==> config.mk <==
export PLATFORM = sky130hd
export DESIGN_NAME = selfRefreshCtl
export DESIGN_NICKNAME = d
export VERILOG_FILES = /design/src/rtl/selfRefreshPkg.sv /design/src/rtl/selfRefreshDatapath.sv /design/src/rtl/selfRefreshControl.sv /design/src/rtl/selfRefreshCtl.sv
export SDC_FILE = /design/constraint.sdc
export NUM_CORES = 1
export LEC_CHECK = 0
export BUFFER_PORTS_ARGS = -buffer_cell sky130_fd_sc_hd__buf_4
export CAP_MARGIN = 20
export CORE_ASPECT_RATIO = 1.1
export CORE_UTILIZATION = 45
export CTS_CLUSTER_DIAMETER = 150
export DETAILED_ROUTE_END_ITERATION = 7
export PLACE_DENSITY = 0.72
export SYNTH_ARGS = -nofsm -noshare
export SYNTH_HDL_FRONTEND = slang
export SYNTH_SLANG_ARGS = --single-unit
export TNS_END_PERCENT = 5
==> constraint.sdc <==
create_clock -name clk -period 4.7 [get_ports clk]
set_input_delay 0.235 -clock clk [delete_from_list [all_inputs] [get_ports clk]]
set_output_delay 0.235 -clock clk [all_outputs]
set_load 0.005 [all_outputs]
==> src/rtl/selfRefreshPkg.sv <==
package selfRefreshPkg;

  localparam int WAKE_US_W = 12;

  typedef enum logic [2:0] {
    SR_OFF    = 3'd0,
    SR_ARMED  = 3'd1,
    SR_ENTRY  = 3'd2,
    SR_ACTIVE = 3'd3,
    SR_WAKE   = 3'd4
  } srState_e;

  // control -> datapath
  typedef struct packed {
    logic clrIdle;
    logic incIdle;
    logic clrLine;
    logic incLine;
    logic clrSleep;
    logic incSleep;
    logic latchWake;
  } srStrobe_t;

  // datapath -> control
  typedef struct packed {
    logic idleLast;
    logic lineLast;
    logic sleepLast;
  } srFlags_t;

  function automatic logic [WAKE_US_W-1:0] wakeCodeToUs(input logic [1:0] code);
    case (code)
      2'd0:    return WAKE_US_W'(0);
      2'd1:    return WAKE_US_W'(100);
      2'd2:    return WAKE_US_W'(500);
      default: return WAKE_US_W'(2500);
    endcase
  endfunction

endpackage

==> src/rtl/selfRefreshDatapath.sv <==
module selfRefreshDatapath
  import selfRefreshPkg::*;
#(
  parameter int IDLE_W      = 4,
  parameter int MIN_IDLE    = 6,
  parameter int SLEEP_W     = 5,
  parameter int ENTRY_LINES = 8
) (
  input  logic                 clk,
  input  logic                 rstN,
  input  logic [IDLE_W-1:0]    idleThreshold,
  input  logic [SLEEP_W-1:0]   maxSleep,
  input  logic [1:0]           tp1Code,
  input  logic [1:0]           tp23Code,
  input  logic                 patternSetSel,
  input  srStrobe_t            strobes,
  output srFlags_t             flags,
  output logic [WAKE_US_W-1:0] wakeTp1Us,
  output logic [WAKE_US_W-1:0] wakeTp23Us,
  output logic                 wakeUseTp3
);

  localparam int LINE_W = $clog2(ENTRY_LINES + 1);
  localparam logic [IDLE_W-1:0]  MIN_IDLE_V  = IDLE_W'(MIN_IDLE);
  localparam logic [LINE_W-1:0]  LINE_LAST_V = LINE_W'(ENTRY_LINES - 1);
  localparam logic [SLEEP_W-1:0] SLEEP_ONE   = SLEEP_W'(1);

  logic [IDLE_W-1:0]  idleCnt;
  logic [IDLE_W-1:0]  effIdle;
  logic [LINE_W-1:0]  lineCnt;
  logic [SLEEP_W-1:0] sleepCnt;
  logic [SLEEP_W-1:0] effSleep;

  // floor the programmed counts
  always_comb begin
    effIdle  = (idleThreshold < MIN_IDLE_V) ? MIN_IDLE_V : idleThreshold;
    effSleep = (maxSleep == '0) ? SLEEP_ONE : maxSleep;
  end

  // last-count flags: the next qualifying strobe completes the window
  always_comb begin
    flags.idleLast  = (idleCnt == (effIdle - IDLE_W'(1)));
    flags.lineLast  = (lineCnt == LINE_LAST_V);
    flags.sleepLast = (sleepCnt == (effSleep - SLEEP_ONE));
  end

  always_ff @(posedge clk) begin
    if (!rstN) begin
      idleCnt <= '0;
    end else if (strobes.clrIdle) begin
      idleCnt <= '0;
    end else if (strobes.incIdle) begin
      idleCnt <= idleCnt + IDLE_W'(1);
    end
  end

  always_ff @(posedge clk) begin
    if (!rstN) begin
      lineCnt <= '0;
    end else if (strobes.clrLine) begin
      lineCnt <= '0;
    end else if (strobes.incLine) begin
      lineCnt <= lineCnt + LINE_W'(1);
    end
  end

  always_ff @(posedge clk) begin
    if (!rstN) begin
      sleepCnt <= '0;
    end else if (strobes.clrSleep) begin
      sleepCnt <= '0;
    end else if (strobes.incSleep) begin
      sleepCnt <= sleepCnt + SLEEP_ONE;
    end
  end

  // wake parameters captured at the moment of exit
  always_ff @(posedge clk) begin
    if (!rstN) begin
      wakeTp1Us  <= '0;
      wakeTp23Us <= '0;
      wakeUseTp3 <= 1'b0;
    end else if (strobes.latchWake) begin
      wakeTp1Us  <= wakeCodeToUs(tp1Code);
      wakeTp23Us <= wakeCodeToUs(tp23Code);
      wakeUseTp3 <= patternSetSel;
    end
  end

endmodule

==> src/rtl/selfRefreshControl.sv <==
module selfRefreshControl
  import selfRefreshPkg::*;
#(
  parameter int NUM_CAUSES = 3
) (
  input  logic                  clk,
  input  logic                  rstN,
  input  logic                  enable,
  input  logic                  frameChanged,
  input  logic                  vblank,
  input  logic                  lineStrobe,
  input  logic [NUM_CAUSES-1:0] causeEvt,
  input  logic [NUM_CAUSES-1:0] causeMask,
  input  srFlags_t              flags,
  output srStrobe_t             strobes,
  output srState_e              state
);

  logic [NUM_CAUSES-1:0] liveCause;
  logic dirty;
  srState_e nextState;

  for (genvar g = 0; g < NUM_CAUSES; g++) begin : gCause
    assign liveCause[g] = causeEvt[g] & ~causeMask[g];
  end

  assign dirty = frameChanged | (|liveCause);

  always_comb begin
    nextState = state;
    strobes   = '0;
    case (state)
      SR_OFF: begin
        if (enable) begin
          nextState       = SR_ARMED;
          strobes.clrIdle = 1'b1;
        end
      end
      SR_ARMED: begin
        if (!enable) begin
          nextState = SR_OFF;
        end else if (dirty) begin
          strobes.clrIdle = 1'b1;
        end else if (vblank) begin
          if (flags.idleLast) begin
            nextState       = SR_ENTRY;
            strobes.clrLine = 1'b1;
            strobes.clrIdle = 1'b1;
          end else begin
            strobes.incIdle = 1'b1;
          end
        end
      end
      SR_ENTRY: begin
        if (!enable) begin
          nextState = SR_OFF;
        end else if (dirty) begin
          nextState       = SR_ARMED;
          strobes.clrIdle = 1'b1;
        end else if (lineStrobe) begin
          if (flags.lineLast) begin
            nextState        = SR_ACTIVE;
            strobes.clrSleep = 1'b1;
          end else begin
            strobes.incLine = 1'b1;
          end
        end
      end
      SR_ACTIVE: begin
        if (!enable || dirty || (vblank && flags.sleepLast)) begin
          nextState         = SR_WAKE;
          strobes.latchWake = 1'b1;
        end else if (vblank) begin
          strobes.incSleep = 1'b1;
        end
      end
      SR_WAKE: begin
        nextState       = enable ? SR_ARMED : SR_OFF;
        strobes.clrIdle = enable;
      end
      default: nextState = SR_OFF;
    endcase
  end

  always_ff @(posedge clk) begin
    if (!rstN) state <= SR_OFF;
    else       state <= nextState;
  end

endmodule

==> src/rtl/selfRefreshCtl.sv <==
module selfRefreshCtl
  import selfRefreshPkg::*;
#(
  parameter int IDLE_W      = 4,
  parameter int MIN_IDLE    = 6,
  parameter int SLEEP_W     = 5,
  parameter int ENTRY_LINES = 8
) (
  input  logic                 clk,
  input  logic                 rstN,
  input  logic                 enable,
  input  logic [IDLE_W-1:0]    idleThreshold,
  input  logic [SLEEP_W-1:0]   maxSleep,
  input  logic                 linkStandbySel,
  input  logic [1:0]           tp1Code,
  input  logic [1:0]           tp23Code,
  input  logic                 patternSetSel,
  input  logic                 frameChanged,
  input  logic                 vblank,
  input  logic                 lineStrobe,
  input  logic                 memUpdateEvt,
  input  logic                 hotPlugEvt,
  input  logic                 lowPowerEvt,
  input  logic                 maskMemUpdate,
  input  logic                 maskHotPlug,
  input  logic                 maskLowPower,
  output logic [2:0]           srState,
  output logic                 linkStandbyReq,
  output logic                 linkOffReq,
  output logic                 wakeReq,
  output logic [WAKE_US_W-1:0] wakeTp1Us,
  output logic [WAKE_US_W-1:0] wakeTp23Us,
  output logic                 wakeUseTp3
);

  localparam int NUM_CAUSES = 3;

  srStrobe_t strobes;
  srFlags_t  flags;
  srState_e  state;

  selfRefreshControl #(.NUM_CAUSES(NUM_CAUSES)) uCtl (
    .clk          (clk),
    .rstN         (rstN),
    .enable       (enable),
    .frameChanged (frameChanged),
    .vblank       (vblank),
    .lineStrobe   (lineStrobe),
    .causeEvt     ({lowPowerEvt, hotPlugEvt, memUpdateEvt}),
    .causeMask    ({maskLowPower, maskHotPlug, maskMemUpdate}),
    .flags        (flags),
    .strobes      (strobes),
    .state        (state)
  );

  selfRefreshDatapath #(
    .IDLE_W      (IDLE_W),
    .MIN_IDLE    (MIN_IDLE),
    .SLEEP_W     (SLEEP_W),
    .ENTRY_LINES (ENTRY_LINES)
  ) uDp (
    .clk           (clk),
    .rstN          (rstN),
    .idleThreshold (idleThreshold),
    .maxSleep      (maxSleep),
    .tp1Code       (tp1Code),
    .tp23Code      (tp23Code),
    .patternSetSel (patternSetSel),
    .strobes       (strobes),
    .flags         (flags),
    .wakeTp1Us     (wakeTp1Us),
    .wakeTp23Us    (wakeTp23Us),
    .wakeUseTp3    (wakeUseTp3)
  );

  assign srState        = state;
  assign linkStandbyReq = (state == SR_ACTIVE) &  linkStandbySel;
  assign linkOffReq     = (state == SR_ACTIVE) & ~linkStandbySel;
  assign wakeReq        = (state == SR_WAKE);

endmodule

* Yosys cells after proc, flatten, opt, wreduce, memory -nomap -nowiden
Cells that the tools add are included.
Cells by class: add/sub/neg operators 5, order comparisons 1, equality and inequality tests 18, mux-type cells 37, bitwise operators 11, reduce and logical (&&, ||, !) cells 13
Operators with widths (count):
- one-hot mux 12 bit (3 select lines) | 2
- 2-to-1 mux 3 bit | 12
- one-hot mux 3 bit (5 select lines) | 1
- 2-to-1 mux 2 bit | 7
- 2-to-1 mux 1 bit | 12
- inequality test 3 bit (second input constant) | 3
- adder 4 x 1 -> 4 bit (second input constant) | 2
- inequality test 4 x 3 -> 1 bit (second input constant) | 2
- AND reduction 7 bit | 1
- == test 3 x 2 -> 1 bit (second input constant) | 2
- OR reduction 2 bit | 3
- adder 5 x 1 -> 5 bit (second input constant) | 1
- bitwise AND 1 bit | 5
- == test 5 bit | 1
- logical NOT 5 bit | 1
- 2-to-1 mux 5 bit | 1
- inverter 1 bit | 5
- subtractor 5 x 1 -> 5 bit (second input constant) | 1
- == test 2 x 1 -> 1 bit (second input constant) | 2
- == test 2 bit (second input constant) | 2
- == test 4 x 3 -> 1 bit (second input constant) | 1
- == test 4 bit | 1
- logical NOT 2 bit | 2
- < comparator 4 x 3 -> 1 bit (second input constant) | 1
- 13 further kinds | 14
Storage, ports and cells: flip-flop bits (word level) 41, bits of input ports 27

* Logic depth before layout (Yosys ltp)
Gate-level depths: netlist of the first run.
word-level depth 10, gate-level depth with buffers 10, mapped depth without buffers 9

* Cells and area by module
From an unflattened synthesis of the first run, not the netlist that was laid out.
Unflattened totals: cell total of the unflattened synthesis 193, area total of the unflattened synthesis 1785.5 um^2
Modules (own cells, without submodules):
- selfRefreshDatapath | instances 1, cells an instance 146, area an instance 1363.8 um^2, seq. area each 480.5 um^2
- selfRefreshControl | instances 1, cells an instance 44, area an instance 390.4 um^2, seq. area each 60.1 um^2
- selfRefreshCtl | instances 1, cells an instance 3, area an instance 31.3 um^2, seq. area each 0.0 um^2

* Worst setup path after synthesis of the first run
OpenSTA, ideal clock, no wires.
path type in2reg, start point in maxSleep[4], end point reg uDp.wakeTp1Us[8], library setup time 78 ps, arrival time 2103 ps, required time 4622 ps, slack 2519 ps, stages on the path 10, path buffers 1, cells stage by stage nor4_2 nor2_1 ha_1 xor2_1 o211a_1 nand3_1 o31ai_4 buf_2 a21oi_1 nor3_1
Between the ends: longest elaborated chain between the ends 8
Ends and longest elaborated chain:
- from (decl) | RTL line selfRefreshCtl.sv:13 | input logic [SLEEP_W-1:0] maxSleep,
- logical NOT 5 bit | RTL line selfRefreshDatapath.sv:37 | effSleep = (maxSleep == '0) ? SLEEP_ONE : maxSleep;
- 2-to-1 mux 5 bit (*) | RTL line selfRefreshDatapath.sv:37
- subtractor 5 x 1 -> 5 bit (*) | RTL line selfRefreshDatapath.sv:44 | flags.sleepLast = (sleepCnt == (effSleep - SLEEP_ONE));
- == test 5 bit (*) | RTL line selfRefreshDatapath.sv:44
- logical AND 1 bit (*) | RTL line selfRefreshControl.sv:70 | if (!enable || dirty || (vblank && flags.sleepLast)) begin
- logical OR 1 bit (*) | RTL line selfRefreshControl.sv:70
- 2-to-1 mux 1 bit (*) | RTL line selfRefreshControl.sv:70
- 2-to-1 mux 2 bit (*) | RTL line selfRefreshControl.sv:32 | case (state)
- to (signal assigned) | RTL line selfRefreshDatapath.sv:84 | wakeTp1Us <= wakeCodeToUs(tp1Code);
- to (decl) | RTL line selfRefreshDatapath.sv:18 | output logic [WAKE_US_W-1:0] wakeTp1Us,
Every way passes the cells marked *; elsewhere a longest branch is shown, timed or not. A chain may end at the register's enable or synchronous reset.

* Worst setup path in the final report of the first run
start point in maxSleep[4], end point reg uDp.sleepCnt[3]
Between the ends: longest elaborated chain between the ends 8
Ends and longest elaborated chain:
- logical NOT 5 bit | RTL line selfRefreshDatapath.sv:37
- 2-to-1 mux 5 bit (*) | RTL line selfRefreshDatapath.sv:37
- subtractor 5 x 1 -> 5 bit (*) | RTL line selfRefreshDatapath.sv:44
- == test 5 bit (*) | RTL line selfRefreshDatapath.sv:44
- logical AND 1 bit (*) | RTL line selfRefreshControl.sv:70
- logical OR 1 bit (*) | RTL line selfRefreshControl.sv:70
- 2-to-1 mux 1 bit (*) | RTL line selfRefreshControl.sv:70
- 2-to-1 mux 2 bit (*) | RTL line selfRefreshControl.sv:32
- to (signal assigned) | RTL line selfRefreshDatapath.sv:73 | sleepCnt <= sleepCnt + SLEEP_ONE;
- to (decl) | RTL line selfRefreshDatapath.sv:31 | logic [SLEEP_W-1:0] sleepCnt;
Marks and branches as above.

==> results of run 1 <==
-- layout by cell type, fill, tap and decap left out, types with 3 or more instances in the layout --
master	instances
xnor2_1	6
mux2i_1	4
nor2_1	17
a31oi_1	3
a21oi_1	19
o21ai_0	14
ha_1	11
nor3_1	9
nand2_1	11
nor2b_1	7
conb_1	10
xor2_1	4
clkbuf_8	3
nand4_1	3
dfxtp_1	27
o31ai_1	3
nand3_1	14
buf_4	47
inv_1	11
and2_1	3
nor4_1	4
-- worst min-delay path by stage --
stage,startpoint,slack (ns),to
final,enable,0.21,uCtl.state[1]$_SDFFE_PN0P_
after global routing,enable,0.21,uCtl.state[1]$_SDFFE_PN0P_
after CTS,enable,0.20,uCtl.state[1]$_SDFFE_PN0P_
after detailed placement,uDp.wakeUseTp3$_SDFFE_PN0P_,0.47,uDp.wakeUseTp3$_SDFFE_PN0P_
after global placement,uDp.wakeTp1Us[11]$_SDFFE_PN0P_,0.47,uDp.wakeTp1Us[11]$_SDFFE_PN0P_
after floorplan,enable,0.36,uCtl.state[1]$_SDFFE_PN0P_
-- power breakdown --
part	total (µW)	internal (µW)	switching [µW]
Clock	138	60.3	77.6
Combinational	83.4	39.4	44.0
Sequential	235	231	3.78
Total	456	331	125
-- metal layers --
layer | routed length [µm] | up-vias | global-route usage | part of all wire
met3 | 175 | 5 | 0.02632 | 0.047
met2 | 1810 | 49 | 0.3118 | 0.48
met5 | 0 | - | 0 | 0
li1 | - | 863 | - | -
met4 | 47 | 0 | 0.05303 | 0.013
met1 | 1725 | 745 | 0.2305 | 0.46
-- flip-flops by register name (all words and copies together) (netlist names) --
signal,cells
uDp.lineCnt,4
uDp.sleepCnt,5
uDp.wakeUseTp3,1
uDp.wakeTp23Us,5
uDp.idleCnt,4
uDp.wakeTp1Us,5
uCtl.state,3
-- critical path, cell delays in order --
cell     delay (ns)
buf_4          0.12
nor4_2         0.31
nor2_1         0.07
ha_1           0.31
xor2_1         0.14
o211a_1        0.16
nand3_1        0.15
o31ai_4        0.65
nor3_1         0.14
mux2_2         0.29
-- final cells by class --
class | instances | area [µm²]
Timing Repair Buffer | 48 | 357.8
Sequential cell | 27 | 540.5
Clock buffer | 3 | 41.29
Multi-Input combinational cell | 174 | 1167
Tap cell | 52 | 65.06
Fill cell | 369 | 1743
Inverter | 11 | 41.29
Clock inverter | 1 | 7.507
-- per-stage QoR --
stage / instance area (µm²) / utilization / cells / setup slack [ns]
6_report: 2221 / 0.5603 / 316 / 2.294
3_3_place_gp: 2167 / 0.5467 / 311 / 2.065
5_1_grt: 2221 / 0.5603 / 316 / 1.905
3_5_place_dp: 2167 / 0.5467 / 311 / 1.993
2_1_floorplan: 1891 / - / 233 / 2.519
4_1_cts: 2216 / 0.5590 / 315 / 2.279
-- logic make-up after synthesis --
logic type      Yosys count  synth area share
simple gates             85            0.2675
compound gates           53            0.1921
buf+inv                  32           0.09838
flops                    27            0.2911
fa+ha+maj                11           0.07412
xor+xnor                 10           0.04717
mux                       5           0.02763
other cells               1          0.002020
==> results.md, run 1 <==
- Slew headroom: 0.4048
- Clock buffer count from CTS: 3
- Slew @ Worst Pin: 0.8896 ns
- Routed vias: 1662
- H-tree levels: 1
- Rows: 24
- Drt total wl: 3759 µm
- Synth Instances: 224
- P_leak: roughly 0.0009 µW
- Leading post-synthesis cells by cell area: dfxtp_1, ha_1, buf_4
- Initial Utilization: 0.4684
- Sum Neg Setup Slack: 0 ns
- Clock sink count: 27
- First-pass GRT wire length: 6444 µm
- Clock Path Buffers: 2
- RSZ-0062 raised after global routing: false
- Final hold vios: 0
- Worst path arrival time: 2.58 ns
- Buffer count from post-CTS setup fixing: 0
- Largest net degree at the start of global routing: 19
- Slew Limit Fails: 0
- Vias in the first global route: 1466
- Crit-path max FO: 18
- YS warnings: 0
- RR Endpoint: uDp.sleepCnt[3]$_SDFFE_PP0P_
- Total gr overflow: 0
- Global Route Usage Sum: 0.1805
- Most area-hungry cell type in the Yosys netlist: dfxtp_1
- Share of cells above drive strength 1: 0.2386
- Synth-to-Final Area Change: 19.61%
- Worst ir drop on vdd: ~0.15 mV
- Status: finished clean
- CP endpoint kind: flop
- Clock tree from TritonCTS: done
- Setup crit end: uDp.sleepCnt[3]$_SDFFE_PP0P_
- Die Area: 4387 µm²
- Length of the first detailed-routing pass in iterations: 4
- Post-DR wirelength/cell: between 10 and 15 µm
- Core area: 3964 µm²
- Maxcap violations: 0
- Buffers on Ports: 47
- Total power: 456.1 µW
- R2R setup slack: about 2.3 ns
- Root Buffer: clkbuf_8
- Clk pin slew, worst setup/hold paths: 0.10 ns
- Final nets: 303
- Power density over cell area: 205.4 nW/µm²
- Avg Vias per Cell: 5.259
- Synth cell types: 49
- Worst Setup Start Kind: input pin
- Antenna violations before repair: 0
- Crit path launch: maxSleep[4]
- # resized after CTS: 0
- Seq/Total Area, Yosys: 0.2911
- Yosys top cell area share: 0.2911
- I/O Pins: 58
- Synth async-reset ratio: 0
- Cell area after synthesis: 1857 µm²
- Final ANT Viol Nets: 0
- CP Data Required Time: 4.87 ns
- DRC: 0
- 1st-iter DRT viols: 60
- Synth Flop Type: dfxtp_1
- Min cycle time layout: roughly 2.4 ns
- Number of enable flip-flop cells after synthesis: 0
- F_max: 0.4156 GHz
- Worst hold margin: 0.2081 ns
- Skew-Pair Late Insertion Delay: roughly 0.28 ns
- ANT cells: 0
- Most common cell in the synthesized netlist: dfxtp_1
- Crit Path Class: in -> reg
- Number of cells on the worst reg-to-reg path: 5
- HP Class: in -> reg
- Yosys reg bits: 27
- GPL Wtd Cong: 0.8139
- Setup Viol. Count Final: 0
- Period utilization: 0.5120
- FF-to-FF Start: uCtl.state[1]$_SDFFE_PN0P_
- Synthesized area per cell: 8.289 µm²
- Die width: 63.25 µm
- Hold buffer count at CTS: 0
- Clk_skew: 0.007740 ns
- Die Span Y: 69.37 µm
- HPWL Detailed: between 2000 and 3000 µm
- Hold depth: 3
- Top cells by count, synth: dfxtp_1, a21oi_1, nor2_1
Note: power is estimated with default switching activity, not from simulation.
==> run 2: changes to the inputs <==
==> constraint.sdc (replaced) <==
create_clock -name clk -period 2.4 [get_ports clk]
set_input_delay 0.12 -clock clk [delete_from_list [all_inputs] [get_ports clk]]
set_output_delay 0.12 -clock clk [all_outputs]
set_load 0.005 [all_outputs]
==> run 2 against run 1 <==
Against the previous run:
- routed wire length grew 3.7%
- critical path type unchanged
- non-clock buffer count grew 4
- first-iteration DRC count grew 8.3%
- sequential power grew 96%
- clock power grew 90%
- critical endpoint is now uDp.sleepCnt[0]$_SDFFE_PP0P_
- largest power group unchanged
- combinational power grew 100%
- worst setup slack lost 2.0 ns
- count of clock-buffer cells in the layout grew 1
- design area grew 1.3%
- clock skew shrank 0.0043 ns
==> results.md, run 2 (synthesis gave the netlist of run 1 again) <==
- Final cell count without fillers: 320
- Crit-path max FO: 13
- Drt total wl: 3897 µm
- Final ANT Viol Nets: 0
- HPWL Detailed: 2961 µm
- RSZ-0062 raised after global routing: false
- Placed cells: roughly 320
- Share of cells above drive strength 1: 0.2463
- First-pass GRT wire length: approximately 6500 µm
- Worst path arrival time: 2.27 ns
- Vias in the first global route: 1540
- Length of the first detailed-routing pass in iterations: 4
- Final nets: 307
- Crit Path Class: in -> reg
- CP endpoint kind: flop
- F_max: 0.4850 GHz
- Synth-to-Final Area Change: 21.16%
- Routed vias: 1701
- Avg Vias per Cell: approximately 5.3
- # resized after CTS: 0
- Die Area: 4387 µm²
- Setup ws final: 0.3381 ns
- Clock sink count: 27
- Total power: a little under 900 µW
- Slew @ Worst Pin: between 0.5 and 0.6 ns
- Antenna violations before repair: 0
- Place WS: 0.04577 ns
- Buffers on Ports: between 40 and 50
- Min cycle time layout: roughly 2.1 ns
- Power density over cell area: 395.7 nW/µm²
- Worst ir drop on vdd: 0.2706 mV
- Skew-Pair Late Insertion Delay: 0.27 ns
- Clock buffer count from CTS: 3
- Root Buffer: clkbuf_8
- Hold buffer count at CTS: 0
- Rows: 24
- Commonest non-fill, non-tap cell in the layout: buf_4
- Worst hold margin: 0.09908 ns
- Clock tree from TritonCTS: done
- 1st-iter DRT viols: 65
- HP Class: in -> reg
- Period utilization: 0.8591
- ANT cells: 0
- Total gr overflow: 0
- Maxcap violations: 0
- Largest net degree at the start of global routing: 15
- Status: finished clean
- Slew headroom: 0.6474
- Final hold vios: 0
- Global Route Usage Sum: 0.1826
- Buffer count from post-CTS setup fixing: 0
- Core area: 3964 µm²
- P_leak: 0.0009424 µW
- GPL Wtd Cong: roughly 0.86
- Die width: 63.25 µm
- Die Span Y: around 69 µm
- Post-DR wirelength/cell: 12.18 µm
- Area of the multi-input gates: 1167 µm²
- Clock Path Buffers: 2
- Worst Setup Start Kind: input pin
- Sum Neg Setup Slack: 0 ns
- Setup Viol. Count Final: 0
- DRC: 0
- Slew Limit Fails: 0
- Clk_skew: 0.003434 ns
- Most frequent cells in the layout: buf_4, dfxtp_1, a21oi_1
- Register area: 540.5 µm²
- Fillers: 392
- I/O Pins: 58
- CP Data Required Time: 2.61 ns
- H-tree levels: 1
- Top Registers: uDp.sleepCnt x5, uDp.wakeTp1Us x5, uDp.wakeTp23Us x5
- Initial Utilization: 0.4684
- Clk pin slew, worst setup/hold paths: 0.09 ns
[run 2: stage by stage]
stage / instance area (µm²) / util
detailed placement: 2205 / 0.5562
floorplan: 1891 / -
CTS: 2250 / 0.5676
finish: 2250 / 0.5676
global route: 2250 / 0.5676
global placement: 2205 / 0.5562
[run 2: worst paths after layout]
kind	from	endpoint	slack, ns	cells past startpoint
min reg2reg	uDp.wakeUseTp3$_SDFFE_PN0P_	uDp.wakeUseTp3$_SDFFE_PN0P_	0.49	2
min	enable	uCtl.state[1]$_SDFFE_PN0P_	0.1	3
max reg2reg	uDp.sleepCnt[4]$_SDFFE_PP0P_	uDp.sleepCnt[0]$_SDFFE_PP0P_	0.43	7
max	maxSleep[4]	uDp.sleepCnt[0]$_SDFFE_PP0P_	0.34	11
[run 2: area by class of cell]
cell class | count | share of cell area
repair buffers | 52 | 0.1735
multi-input cells | 174 | 0.5189
inverters | 11 | 0.01835
well taps | 52 | 0.02892
flip-flops and latches | 27 | 0.2403
clock buffers | 4 | 0.02002
[run 2: layer usage]
layer	vias to the layer above	wire length (µm)	global-route usage
met4	0	53	0.06566
met1	788	1753	0.2200
li1	871	-	-
met5	-	0	0
met3	4	125	0.02467
met2	38	1964	0.3262
[run 2: critical path, cell delays in order]
cell	delay [ns]
buf_4	0.12
nor4_2	0.30
nor2_1	0.08
ha_1	0.22
nor2b_1	0.14
nor3_1	0.07
a311oi_2	0.36
o31ai_4	0.16
buf_4	0.21
or3_1	0.35
a21oi_1	0.14
[run 2: power breakdown]
| group | switching [µW] | total (µW) | internal [µW] |
|---|---|---|---|
| clock | 143 | 262 | 119 |
| combinational | 87.6 | 168 | 80.6 |
| sequential | 7.79 | 460 | 452 |
| total | 238 | 890 | 652 |
